--- config.mk ---
export PLATFORM = sky130hd
export DESIGN_NAME = pixel_cipher_engine
export DESIGN_NICKNAME = d
export VERILOG_FILES = /design/src/rtl/pxc_pkg.sv /design/src/rtl/pxc_transform.sv /design/src/rtl/pxc_index_counter.sv /design/src/rtl/pxc_sequencer.sv /design/src/rtl/pixel_cipher_engine.sv
export SDC_FILE = /design/constraint.sdc
export NUM_CORES = 1
export LEC_CHECK = 0
export ABC_CLOCK_PERIOD_IN_PS = 2350
export BUFFER_PORTS_ARGS = -buffer_cell sky130_fd_sc_hd__buf_2
export CAP_MARGIN = 20
export CORE_ASPECT_RATIO = 0.7
export CORE_MARGIN = 4
export CORE_UTILIZATION = 47
export DETAILED_ROUTE_END_ITERATION = 6
export PLACE_DENSITY = 0.86
export RECOVER_POWER = 100
export SLEW_MARGIN = 20
export SYNTH_ARGS = -nofsm -noshare
export SYNTH_HDL_FRONTEND = slang
export SYNTH_HIERARCHICAL = 1
export SYNTH_SLANG_ARGS = --single-unit
--- constraint.sdc ---
create_clock -name clk -period 2.35 [get_ports clk]
set_input_delay 0.47 -clock clk [delete_from_list [all_inputs] [get_ports clk]]
set_output_delay 0.47 -clock clk [all_outputs]
set_load 0.01 [all_outputs]
--- src/rtl/pxc_pkg.sv ---
// Package: shared types for the pixel cipher engine.
// Assumes: nothing beyond SystemVerilog 2017 enums.
package pxc_pkg;

    // Sequencer state; one pixel walks READ -> WAIT -> WRITE.
    typedef enum logic [2:0] {
        ST_IDLE  = 3'd0,
        ST_READ  = 3'd1,
        ST_WAIT  = 3'd2,
        ST_WRITE = 3'd3,
        ST_TRIG  = 3'd4,
        ST_DONE  = 3'd5
    } pxc_state_e;

endpackage

--- src/rtl/pxc_transform.sv ---
// Module: pxc_transform
// Purely combinational per-word cipher: exchanges the two nibbles inside
// every byte, then subtracts the swapped word from the all-ones value.
// Assumes: DATA_W is a whole number of bytes.
module pxc_transform #(
    parameter int DATA_W = 16
) (
    input  logic [DATA_W-1:0] plain_i,
    output logic [DATA_W-1:0] cipher_o
);
    localparam int NBYTES = DATA_W / 8;
    localparam logic [DATA_W-1:0] ALL_ONES = {DATA_W{1'b1}};

    logic [DATA_W-1:0] swapped;

    // One nibble exchange per byte lane.
    for (genvar b = 0; b < NBYTES; b++) begin : g_lane
        assign swapped[b*8 +: 4]     = plain_i[b*8+4 +: 4];
        assign swapped[b*8+4 +: 4]   = plain_i[b*8 +: 4];
    end

    // Inversion expressed as subtraction from all ones.
    always_comb begin
        cipher_o = ALL_ONES - swapped;
    end

endmodule

--- src/rtl/pxc_index_counter.sv ---
// Module: pxc_index_counter
// Pixel index counter: cleared at run start, stepped once per pixel,
// flags the final pixel of the image.
// Assumes: clr_i and inc_i are never high together.
module pxc_index_counter #(
    parameter int PIX_N = 576,
    parameter int IDX_W = $clog2(PIX_N)
) (
    input  logic             clk,
    input  logic             rst_n,
    input  logic             clr_i,
    input  logic             inc_i,
    output logic [IDX_W-1:0] idx_o,
    output logic             last_o
);
    localparam logic [IDX_W-1:0] LAST_IDX = IDX_W'(PIX_N - 1);

    // Index register update.
    always_ff @(posedge clk) begin
        if (!rst_n) begin
            idx_o <= '0;
        end else if (clr_i) begin
            idx_o <= '0;
        end else if (inc_i) begin
            idx_o <= idx_o + IDX_W'(1);
        end
    end

    // Final-pixel flag.
    always_comb begin
        last_o = (idx_o == LAST_IDX);
    end

endmodule

--- src/rtl/pxc_sequencer.sv ---
// Module: pxc_sequencer
// Run controller: accepts start only in idle, walks each pixel through
// read / wait / write, then issues the trigger write and a done cycle.
// Assumes: memory read data is valid the cycle after the address.
module pxc_sequencer
    import pxc_pkg::*;
(
    input  logic       clk,
    input  logic       rst_n,
    input  logic       start_i,
    input  logic       last_i,
    output pxc_state_e state_o,
    output logic       idx_clr_o,
    output logic       idx_inc_o,
    output logic       cap_en_o
);
    pxc_state_e state_q, state_d;

    // Next-state selection.
    always_comb begin
        state_d = state_q;
        unique case (state_q)
            ST_IDLE:  if (start_i) state_d = ST_READ;
            ST_READ:  state_d = ST_WAIT;
            ST_WAIT:  state_d = ST_WRITE;
            ST_WRITE: state_d = last_i ? ST_TRIG : ST_READ;
            ST_TRIG:  state_d = ST_DONE;
            ST_DONE:  state_d = ST_IDLE;
            default:  state_d = ST_IDLE;
        endcase
    end

    // State register.
    always_ff @(posedge clk) begin
        if (!rst_n) begin
            state_q <= ST_IDLE;
        end else begin
            state_q <= state_d;
        end
    end

    // Control strobes for the counter and capture register.
    always_comb begin
        state_o   = state_q;
        idx_clr_o = (state_q == ST_IDLE) && start_i;
        idx_inc_o = (state_q == ST_WRITE) && !last_i;
        cap_en_o  = (state_q == ST_WAIT);
    end

endmodule

--- src/rtl/pixel_cipher_engine.sv ---
// Module: pixel_cipher_engine (top)
// Encrypts a rectangular image in place in a single-port synchronous
// memory, three cycles per word, then writes a trigger word and pulses
// done. Assumes one cycle of read latency and read-before-write memory.
module pixel_cipher_engine
    import pxc_pkg::*;
#(
    parameter int ADDR_W     = 12,
    parameter int DATA_W     = 16,
    parameter int IMG_W      = 24,
    parameter int IMG_H      = 24,
    parameter int BASE_ADDR  = 1024,
    parameter int TRIG_ADDR  = 4095,
    parameter int TRIG_VALUE = 0
) (
    input  logic              clk,
    input  logic              rst_n,
    input  logic              start_i,
    output logic              busy_o,
    output logic              done_o,
    output logic [ADDR_W-1:0] mem_addr_o,
    output logic [DATA_W-1:0] mem_wdata_o,
    input  logic [DATA_W-1:0] mem_rdata_i,
    output logic              mem_we_o
);
    localparam int PIX_N = IMG_W * IMG_H;
    localparam int IDX_W = $clog2(PIX_N);
    localparam logic [ADDR_W-1:0] BASE_A = ADDR_W'(BASE_ADDR);
    localparam logic [ADDR_W-1:0] TRIG_A = ADDR_W'(TRIG_ADDR);
    localparam logic [DATA_W-1:0] TRIG_D = DATA_W'(TRIG_VALUE);

    pxc_state_e        state;
    logic              idx_clr, idx_inc, cap_en, last_pix;
    logic [IDX_W-1:0]  idx;
    logic [DATA_W-1:0] plain_q, cipher;

    pxc_sequencer u_seq (
        .clk       (clk),
        .rst_n     (rst_n),
        .start_i   (start_i),
        .last_i    (last_pix),
        .state_o   (state),
        .idx_clr_o (idx_clr),
        .idx_inc_o (idx_inc),
        .cap_en_o  (cap_en)
    );

    pxc_index_counter #(
        .PIX_N (PIX_N),
        .IDX_W (IDX_W)
    ) u_idx (
        .clk    (clk),
        .rst_n  (rst_n),
        .clr_i  (idx_clr),
        .inc_i  (idx_inc),
        .idx_o  (idx),
        .last_o (last_pix)
    );

    pxc_transform #(
        .DATA_W (DATA_W)
    ) u_xform (
        .plain_i  (plain_q),
        .cipher_o (cipher)
    );

    // Hold the word returned by memory during the wait slot.
    always_ff @(posedge clk) begin
        if (!rst_n) begin
            plain_q <= '0;
        end else if (cap_en) begin
            plain_q <= mem_rdata_i;
        end
    end

    // Memory port and handshake outputs decoded from the state.
    always_comb begin
        mem_addr_o  = '0;
        mem_wdata_o = '0;
        mem_we_o    = 1'b0;
        unique case (state)
            ST_READ, ST_WAIT: begin
                mem_addr_o = BASE_A + ADDR_W'(idx);
            end
            ST_WRITE: begin
                mem_addr_o  = BASE_A + ADDR_W'(idx);
                mem_wdata_o = cipher;
                mem_we_o    = 1'b1;
            end
            ST_TRIG: begin
                mem_addr_o  = TRIG_A;
                mem_wdata_o = TRIG_D;
                mem_we_o    = 1'b1;
            end
            default: ;
        endcase
        busy_o = (state != ST_IDLE);
        done_o = (state == ST_DONE);
    end

endmodule

==> out/qor.txt, run 1 <==
Gr usage total: 0.154
RSZ-0062 raised after global routing: false
Top area cells in the synthesized netlist: dfxtp_1 (37%), mux2i_1 (11%), and2_1 (6.7%)
Hold Fails Final Rpt: 0
Die width: 77.3 um
Max Buffers Root-to-Sink: 2
Synth area leader: dfxtp_1
Leak: 0.779 nW
Worst hold path type: in -> reg
Average size of a mapped cell: 9.02 um2
Synth Flop Type: dfxtp_1
Clk Latency, worst-skew pair: 270 ps
Area Growth Syn to Fin: 18.1%
Shortest period the worst path allows: 2100 ps
DR pass1 iterations: 4
Routed WL: 3170 um
Skew final: 4.59 ps
Commonest non-fill, non-tap cell in the layout: dfxtp_1
Critical Path Sink Type: output port
Post-synth ARST share: 0
Post-synth EDFFs: 0
Share of the yosys chip area belonging to registers: 0.368
CP delay by family, top: flip-flops
Most frequent cells in the layout: dfxtp_1 (29), buf_2 (28), clkbuf_1 (22)
Crit path buf inv count: 1
Synthesized flop and latch total: 29
Net load switching power: 0.287 mW
WL per Instance: 12.1 um
DP Area: 1820 um2
Post-route cell area: 1860 um2
Layout cells sized above 1: 0.188
Worst Min Path Start: mem_rdata_i[14]
Sw frac: 0.263
Req. time, crit path: 1880 ps
Clk pwr share: 0.347
Die height: 56.5 um
Initial Utilization: 0.495
Setup TNS Final: 0 ps
Post-CTS Hold Buffers: 0
DRT iter0 DRCs: 21
TritonCTS buffer count: 5
Mapped Cells: 175
Clock Tree Root: clkbuf_8
CP Launch Type: register
Final setup viols: 0
DP Wirelength: 2300 um
Max-Cap Viols: 0
Pwr dens: 585 nW/um2
Crit path cell chain: o21ba_1, a21o_1, clkbuf_1
First-pass GRT wire length: 5330 um
Post-synth cell types: 41
Relative slew slack: 0.653
Internal: 0.804 mW
Fmax: 476 MHz
Largest net degree at the start of global routing: 22
Post-CTS Setup Bufs: 0
# diodes: 0
Rows: 17
Core area: 3190 um2
Initial antenna violation count: 0
Synth warn: 6
Worst slew pin tran: 520 ps
Ports: 50
CTS sink cnt: 29
Vias in the first global route: 1,217
CP max stage delay: 600 ps
H-tree depth: 2
Worst flop-to-flop path startpoint: u_idx/idx_o[0]$_SDFFE_PP0P_
Slew Limit Fails: 0
Clk slew on worst S/H paths: 60 ps
Sequential share of power: 0.496
Nets: 243
Mapped Area: 1580 um2
Logic pwr share: 0.157
Fin crit share: 0.893
Critical Path Start: u_seq/state_o[0]$_SDFFE_PN0P_
Setup CP Type: reg -> out
Status: finished, final reports clean
Routability cong.: 0.745
CP Max Fanout: 14
Peak supply drop: 343 uV
Post-route DRC: 0
Resize count post-CTS: 0
Via density per instance: 5.03
Antenna-violating nets left: 0
Worst path slowest cell: dfxtp_1
Top cell type's share of synthesized area: 0.368
PortBufs: 49
Die footprint: 4360 um2
CTS tree: done
Via count: 1,317
Synthesized net count: 195
Total grt overflow: 0
Arrival time worst endpoint: 1630 ps
## per-layer routing
layer | vias to the layer above | wire [um] | global-route usage
met5 | - | 0 | 0
li1 | 685 | - | -
met3 | 5 | 123 | 0.0449
met4 | 0 | 44 | 0.0609
met1 | 603 | 1480 | 0.188
met2 | 24 | 1520 | 0.257
## power groups by stage
stage | clock network (mW) | logic (mW) | registers (mW)
6_report | 0.378 | 0.171 | 0.541
3_5_place_dp | 0 | 0.177 | 0.552
5_1_grt | 0.422 | 0.192 | 0.546
3_3_place_gp | 0 | 0.174 | 0.550
4_1_cts | 0.395 | 0.178 | 0.541
2_1_floorplan | 0 | 0.141 | 0.540
## metrics by stage
step / utilization / hold WS, ps / cells / worst slack [ps] / total power, mW
6_report: 0.584 / 455 / 262 / 251 / 1.09
5_1_grt: 0.584 / 458 / 262 / 85.8 / 1.16
4_1_cts: 0.597 / 445 / 262 / 263 / 1.11
3_5_place_dp: 0.571 / 501 / 254 / 284 / 0.729
3_3_place_gp: 0.571 / 495 / 254 / 359 / 0.723
2_1_floorplan: - / 460 / 175 / 438 / 0.681
## tightest hold or removal path, cell delays in order
cell	delay (ps)
buf_2	70
mux2i_1	50
nor2b_1	90
## kinds of logic after synthesis
group                    share of synthesized area
adder cells (fa/ha/maj)                    0.00793
XOR/XNOR                                    0.0278
multiplexers                                 0.108
flip-flops                                   0.368
AO/OA/AOI/OAI                                0.121
buffers and inverters                       0.0888
AND/OR/NAND/NOR                              0.279
## synth_stat cells (3+ instances only)
library cell,instances
buf_6,3
nand3_1,3
nand2_1,4
buf_2,4
mux2i_1,17
a21oi_1,4
and2_1,17
nor2_1,6
inv_1,17
a21o_1,10
xor2_1,3
nor2b_1,17
or4_1,3
dfxtp_1,29
o31ai_1,3
nand4_1,3
## area by class of cell
cell class,instances,area [um2]
Fill cell,295,1330
Multi-Input combinational cell,118,852
Sequential cell,29,581
Timing Repair Buffer,52,236
Clock buffer,6,72.6
Inverter,17,63.8
Tap cell,38,47.5
Clock inverter,2,10.0
## worst paths after layout
kind | slack [ps] | end | cells past startpoint
worst max register to register | 270 | u_idx/idx_o[9]$_SDFFE_PP0P_ | 8
worst max-delay path | 250 | mem_addr_o[1] | 3
worst min register to register | 510 | u_idx/idx_o[9]$_SDFFE_PP0P_ | 2
worst min-delay path | 460 | plain_q[14]$_SDFFE_PN0P_ | 3
## sequential cells by signal, summed over array words and instances, names as in the netlist
register and count:
plain_q 16, u_idx/idx_o 10, u_seq/state_o 3
Note: power is estimated with default switching activity, not from simulation.
==> run 2, diff against run 1 <==
--- a/config.mk
+++ b/config.mk
@@ -8,7 +8,7 @@
 export ABC_CLOCK_PERIOD_IN_PS = 2350
 export BUFFER_PORTS_ARGS = -buffer_cell sky130_fd_sc_hd__buf_2
 export CAP_MARGIN = 20
-export CORE_ASPECT_RATIO = 0.7
+export CORE_ASPECT_RATIO = 0.5
 export CORE_MARGIN = 4
 export CORE_UTILIZATION = 47
 export DETAILED_ROUTE_END_ITERATION = 6
==> out/qor.txt, run 2 (same netlist as run 1, synthesis figures left out) <==
Initial Utilization: 0.509
CTS tree: done
Sequential share of power: 0.465
Max Buffers Root-to-Sink: 2
Net load switching power: 0.296 mW
Commonest non-fill, non-tap cell in the layout: dfxtp_1
Fin crit share: 0.931
Die footprint: 4400 um2
CP Max Fanout: 9
DP Wirelength: 2370 um
Peak supply drop: 314 uV
Arrival time worst endpoint: 2340 ps
Rows: 14
Crit path cell chain: or4b_2, nor3_1, nor4bb_1, buf_4, clkbuf_4, nand2_1, xor2_1, nor2_1
Setup TNS Final: 0 ps
Final setup viols: 0
Clk slew on worst S/H paths: 60 ps
Vias in the first global route: 1,299
Die height: 49.0 um
First-pass GRT wire length: 5750 um
DR pass1 iterations: 4
# diodes: 0
Slew Limit Fails: 0
Clk Latency, worst-skew pair: 270 ps
Setup CP Type: reg -> reg
Pwr dens: 613 nW/um2
Largest register by flop count: plain_q
Hold Fails Final Rpt: 0
Clock Tree Root: clkbuf_8
Routed WL: 3330 um
Fillers: 288
Post-route DRC: 0
Logic pwr share: 0.149
Reg2reg setup slack: 160 ps
WL per Instance: 12.5 um
CP delay by family, top: simple AND/OR/NAND/NOR gates
Max-Cap Viols: 0
Core Util, Final: 0.611
CP Launch Type: register
H-tree depth: 2
Max reg flops: 16
Area Growth Syn to Fin: 20.1%
Req. time, crit path: 2500 ps
Antenna-violating nets left: 0
RSZ-0062 raised after global routing: false
CP max stage delay: 680 ps
Initial antenna violation count: 0
Total grt overflow: 0
Via density per instance: 5.03
Fmax: 457 MHz
Sw frac: 0.255
Largest net degree at the start of global routing: 22
Status: finished, final reports clean
Skew final: 2.01 ps
Routability cong.: 0.852
Most frequent cells in the layout: dfxtp_1 (29), buf_2 (27), clkbuf_1 (21)
Core area: 3100 um2
Shortest period the worst path allows: 2190 ps
Gr usage total: 0.156
Ports: 50
Internal: 0.865 mW
Resize count post-CTS: 0
PortBufs: 49
Via count: 1,339
DRT iter0 DRCs: 29
Worst slew pin tran: 517 ps
TritonCTS buffer count: 5
Crit path buf inv count: 2
Clk pwr share: 0.387
Worst path slowest cell: or4b_2
Worst hold path type: in -> reg
Critical Path Sink Type: register
Relative slew slack: 0.655
Die width: 89.9 um
Nets: 245
CTS sink cnt: 29
Leak: 0.803 nW
Worst hold margin: 458 ps
Layout cells sized above 1: 0.195
## run 2: changes by cell type in the layout (fill, tap and decap cells not counted), sizes merged
cell / change
clkinv: -1
buf: -1
clkbuf: +4
## run 2: tightest hold or removal path, cell delays in order
cell and delay, ps:
buf_2 70, mux2i_1 60, nor2b_1 90
## run 2: power by group through the flow
stage	Combinational (mW)	Sequential, mW	Clock [mW]
after global routing	0.194	0.544	0.484
after floorplan	0.141	0.540	0
after CTS	0.178	0.541	0.461
after global placement	0.172	0.550	0
after detailed placement	0.177	0.552	0
final	0.173	0.540	0.449
## run 2: per-stage QoR
stage	instance area, um2	std cells	power, mW	setup slack (ps)
global route	1900	266	1.22	5.98
CTS	1930	264	1.18	184
global placement	1820	256	0.722	372
floorplan	1580	175	0.681	438
finish	1900	266	1.16	163
detailed placement	1820	256	0.729	204
## run 2: layout make-up
cell class / count / area, um2 / share of cell area
timing repair buffer: 54 / 251 / 0.133
sequential: 29 / 581 / 0.306
inverter: 17 / 63.8 / 0.0337
clock inverter: 1 / 5.00 / 0.00264
tap: 40 / 50.0 / 0.0264
multi-input combinational: 118 / 848 / 0.448
clock buffer: 7 / 96.3 / 0.0508
## run 2: path summary, 6_finish.rpt
kind	cells past startpoint	to	start
setup / recovery	8	u_idx/idx_o[2]$_SDFFE_PP0P_	u_idx/idx_o[8]$_SDFFE_PP0P_
hold / removal	3	plain_q[5]$_SDFFE_PN0P_	mem_rdata_i[5]
setup reg to reg	8	u_idx/idx_o[2]$_SDFFE_PP0P_	u_idx/idx_o[8]$_SDFFE_PP0P_
hold reg to reg	2	u_idx/idx_o[9]$_SDFFE_PP0P_	u_idx/idx_o[9]$_SDFFE_PP0P_
## run 2: repair_timing
item                                   in CTS  in global routing
setup endpoints to repair                   0                  1
endpoints found under the hold margin       0                  0
buffers inserted                            0                  2
hold buffers                                0                  0
## run 2: layer usage
metal | wire length [um] | part of all wire | global-route usage | up-vias
met1 | 1450 | 0.43 | 0.170 | 618
li1 | - | - | - | 686
met2 | 1680 | 0.50 | 0.292 | 33
met5 | 0 | 0 | 0 | -
met4 | 20 | 0.0060 | 0.0482 | 0
met3 | 182 | 0.055 | 0.0493 | 2
==> run 3, diff against run 2 <==
--- a/config.mk
+++ b/config.mk
@@ -9,7 +9,6 @@
 export BUFFER_PORTS_ARGS = -buffer_cell sky130_fd_sc_hd__buf_2
 export CAP_MARGIN = 20
 export CORE_ASPECT_RATIO = 0.5
-export CORE_MARGIN = 4
 export CORE_UTILIZATION = 47
 export DETAILED_ROUTE_END_ITERATION = 6
 export PLACE_DENSITY = 0.86
==> out/qor.txt, run 3 (same netlist as run 1, synthesis figures left out) <==
Status: finished with violations
Failing checks: design-rule violations
Initial Utilization: 0.509
DP Area: 1820 um2
Reg2Reg Depth: 8
First-pass GRT wire length: 4850 um
Arrival time worst endpoint: 2380 ps
Peak supply drop: 332 uV
WL per Instance: 11.6 um
DR pass1 iterations: 6
# diodes: 0
Skew final: 3.91 ps
Critical Path Start: u_idx/idx_o[0]$_SDFFE_PP0P_
Sequential share of power: 0.408
Worst hold margin: 448 ps
Initial antenna violation count: 0
Layout cells sized above 1: 0.188
Internal: 1.02 mW
Req. time, crit path: 2550 ps
Commonest non-fill, non-tap cell in the layout: dfxtp_1
Worst path depth: 8
CP Launch Type: register
Nets: 243
Gr usage total: 0.170
Fmax: 460 MHz
CTS sink cnt: 29
Fillers: 287
PortBufs: 49
Reg2reg setup slack: 170 ps
Pwr dens: 690 nW/um2
Via count: 1,317
Hold Fails Final Rpt: 0
Total power: 1.32 mW
Antenna-violating nets left: 0
Die footprint: 3610 um2
Post-route DRC: 4
Sw frac: 0.228
Die width: 83.9 um
Reg2reg end: u_idx/idx_o[9]$_SDFFE_PP0P_
Leak: 0.800 nW
Net load switching power: 0.302 mW
Slew Limit Fails: 0
Resize count post-CTS: 0
CP max stage delay: 430 ps
Shortest period the worst path allows: 2180 ps
Clk slew on worst S/H paths: 70 ps
Post-CTS Hold Buffers: 0
Clk Latency, worst-skew pair: 280 ps
Crit path buf inv count: 1
Logic pwr share: 0.128
Worst flop-to-flop path startpoint: u_idx/idx_o[0]$_SDFFE_PP0P_
Largest net degree at the start of global routing: 22
RSZ-0062 raised after global routing: false
Core area: 3100 um2
Via density per instance: 4.99
Post-route cell area: 1920 um2
Most frequent cells in the layout: dfxtp_1 (29), buf_2 (27), clkbuf_1 (22)
Total grt overflow: 0
CP delay by family, top: simple AND/OR/NAND/NOR gates
Critical Path Sink Type: register
Ports: 50
Clock Tree Root: clkbuf_8
Clk pwr share: 0.463
Die height: 43.0 um
Worst hold path type: in -> reg
Max reg flops: 16
Setup CP Type: reg -> reg
Vias in the first global route: 1,106
DP Wirelength: 2090 um
CP Max Fanout: 10
Fin crit share: 0.926
Max Buffers Root-to-Sink: 2
CTS tree: done
Routability cong.: 0.751
TritonCTS buffer count: 5
Area Growth Syn to Fin: 21.4%
Post-CTS Setup Bufs: 0
Final setup viols: 0
Worst path slowest cell: or4_1
Largest register by flop count: plain_q
Relative slew slack: 0.647
Routed WL: 3070 um
Setup TNS Final: 0 ps
Crit path cell chain: ha_1, nand2_1, nor3_1, nor4bb_1, buf_4, nand4_1, or4_1, a21oi_1
Rows: 14
DRT iter0 DRCs: 27
H-tree depth: 2
Worst slew pin tran: 529 ps
Crit path capture: u_idx/idx_o[9]$_SDFFE_PP0P_
Max-Cap Viols: 0
-- run 3: changes by cell type in the layout (fill, tap and decap cells not counted) --
cell       previous run  this run
and3b_4               0         1
clkbuf_8              7         5
bufinv_16             0         2
and2_1               13        11
clkbuf_1             21        22
and2_0                4         6
clkbuf_2              3         2
and3b_1               1         0
clkbuf_4              2         0
-- run 3: worst min-delay path by stage --
stage,start,endpoint,slack (ps),cells after the start
6_report,mem_rdata_i[13],plain_q[13]$_SDFFE_PN0P_,450,3
5_1_grt,mem_rdata_i[13],plain_q[13]$_SDFFE_PN0P_,450,3
4_1_cts,mem_rdata_i[13],plain_q[13]$_SDFFE_PN0P_,440,3
3_5_place_dp,plain_q[1]$_SDFFE_PN0P_,plain_q[1]$_SDFFE_PN0P_,510,2
3_3_place_gp,u_idx/idx_o[9]$_SDFFE_PP0P_,u_idx/idx_o[9]$_SDFFE_PP0P_,480,2
2_1_floorplan,u_idx/idx_o[9]$_SDFFE_PP0P_,u_idx/idx_o[9]$_SDFFE_PP0P_,460,2
-- run 3: layout make-up --
cell class / instances / area [um2] / area share
Multi-Input combinational cell: 118 / 852 / 0.445
Sequential cell: 29 / 581 / 0.303
Timing Repair Buffer: 52 / 235 / 0.123
Clock buffer: 5 / 68.8 / 0.0359
Clock inverter: 3 / 65.1 / 0.0340
Inverter: 17 / 63.8 / 0.0333
Tap cell: 40 / 50.0 / 0.0261
-- run 3: layer usage --
metal  track usage  vias to the layer above  wire, um
li1              -                      683         -
met1         0.217                      595      1450
met2         0.284                       37      1440
met3        0.0525                        2       162
met4        0.0414                        0        14
met5             0                        -         0
-- run 3: power groups by stage --
stage               Sequential, mW  Combinational, mW  Clock, mW
floorplan                    0.540              0.141          0
detailed placement           0.551              0.176          0
CTS                          0.541              0.177      0.624
global placement             0.550              0.172          0
global route                 0.543              0.187      0.649
finish                       0.540              0.170      0.612
-- run 3: tightest hold or removal path: stages --
cell and delay, ps:
buf_2 70, mux2i_1 50, nor2b_1 90
-- run 3: metrics by stage --
step / cells / setup WS [ps] / util
final: 264 / 174 / 0.618
after global routing: 264 / 42.0 / 0.618
after CTS: 264 / 205 / 0.632
after detailed placement: 256 / 238 / 0.588
after global placement: 256 / 372 / 0.588
after floorplan: 175 / 438 / -
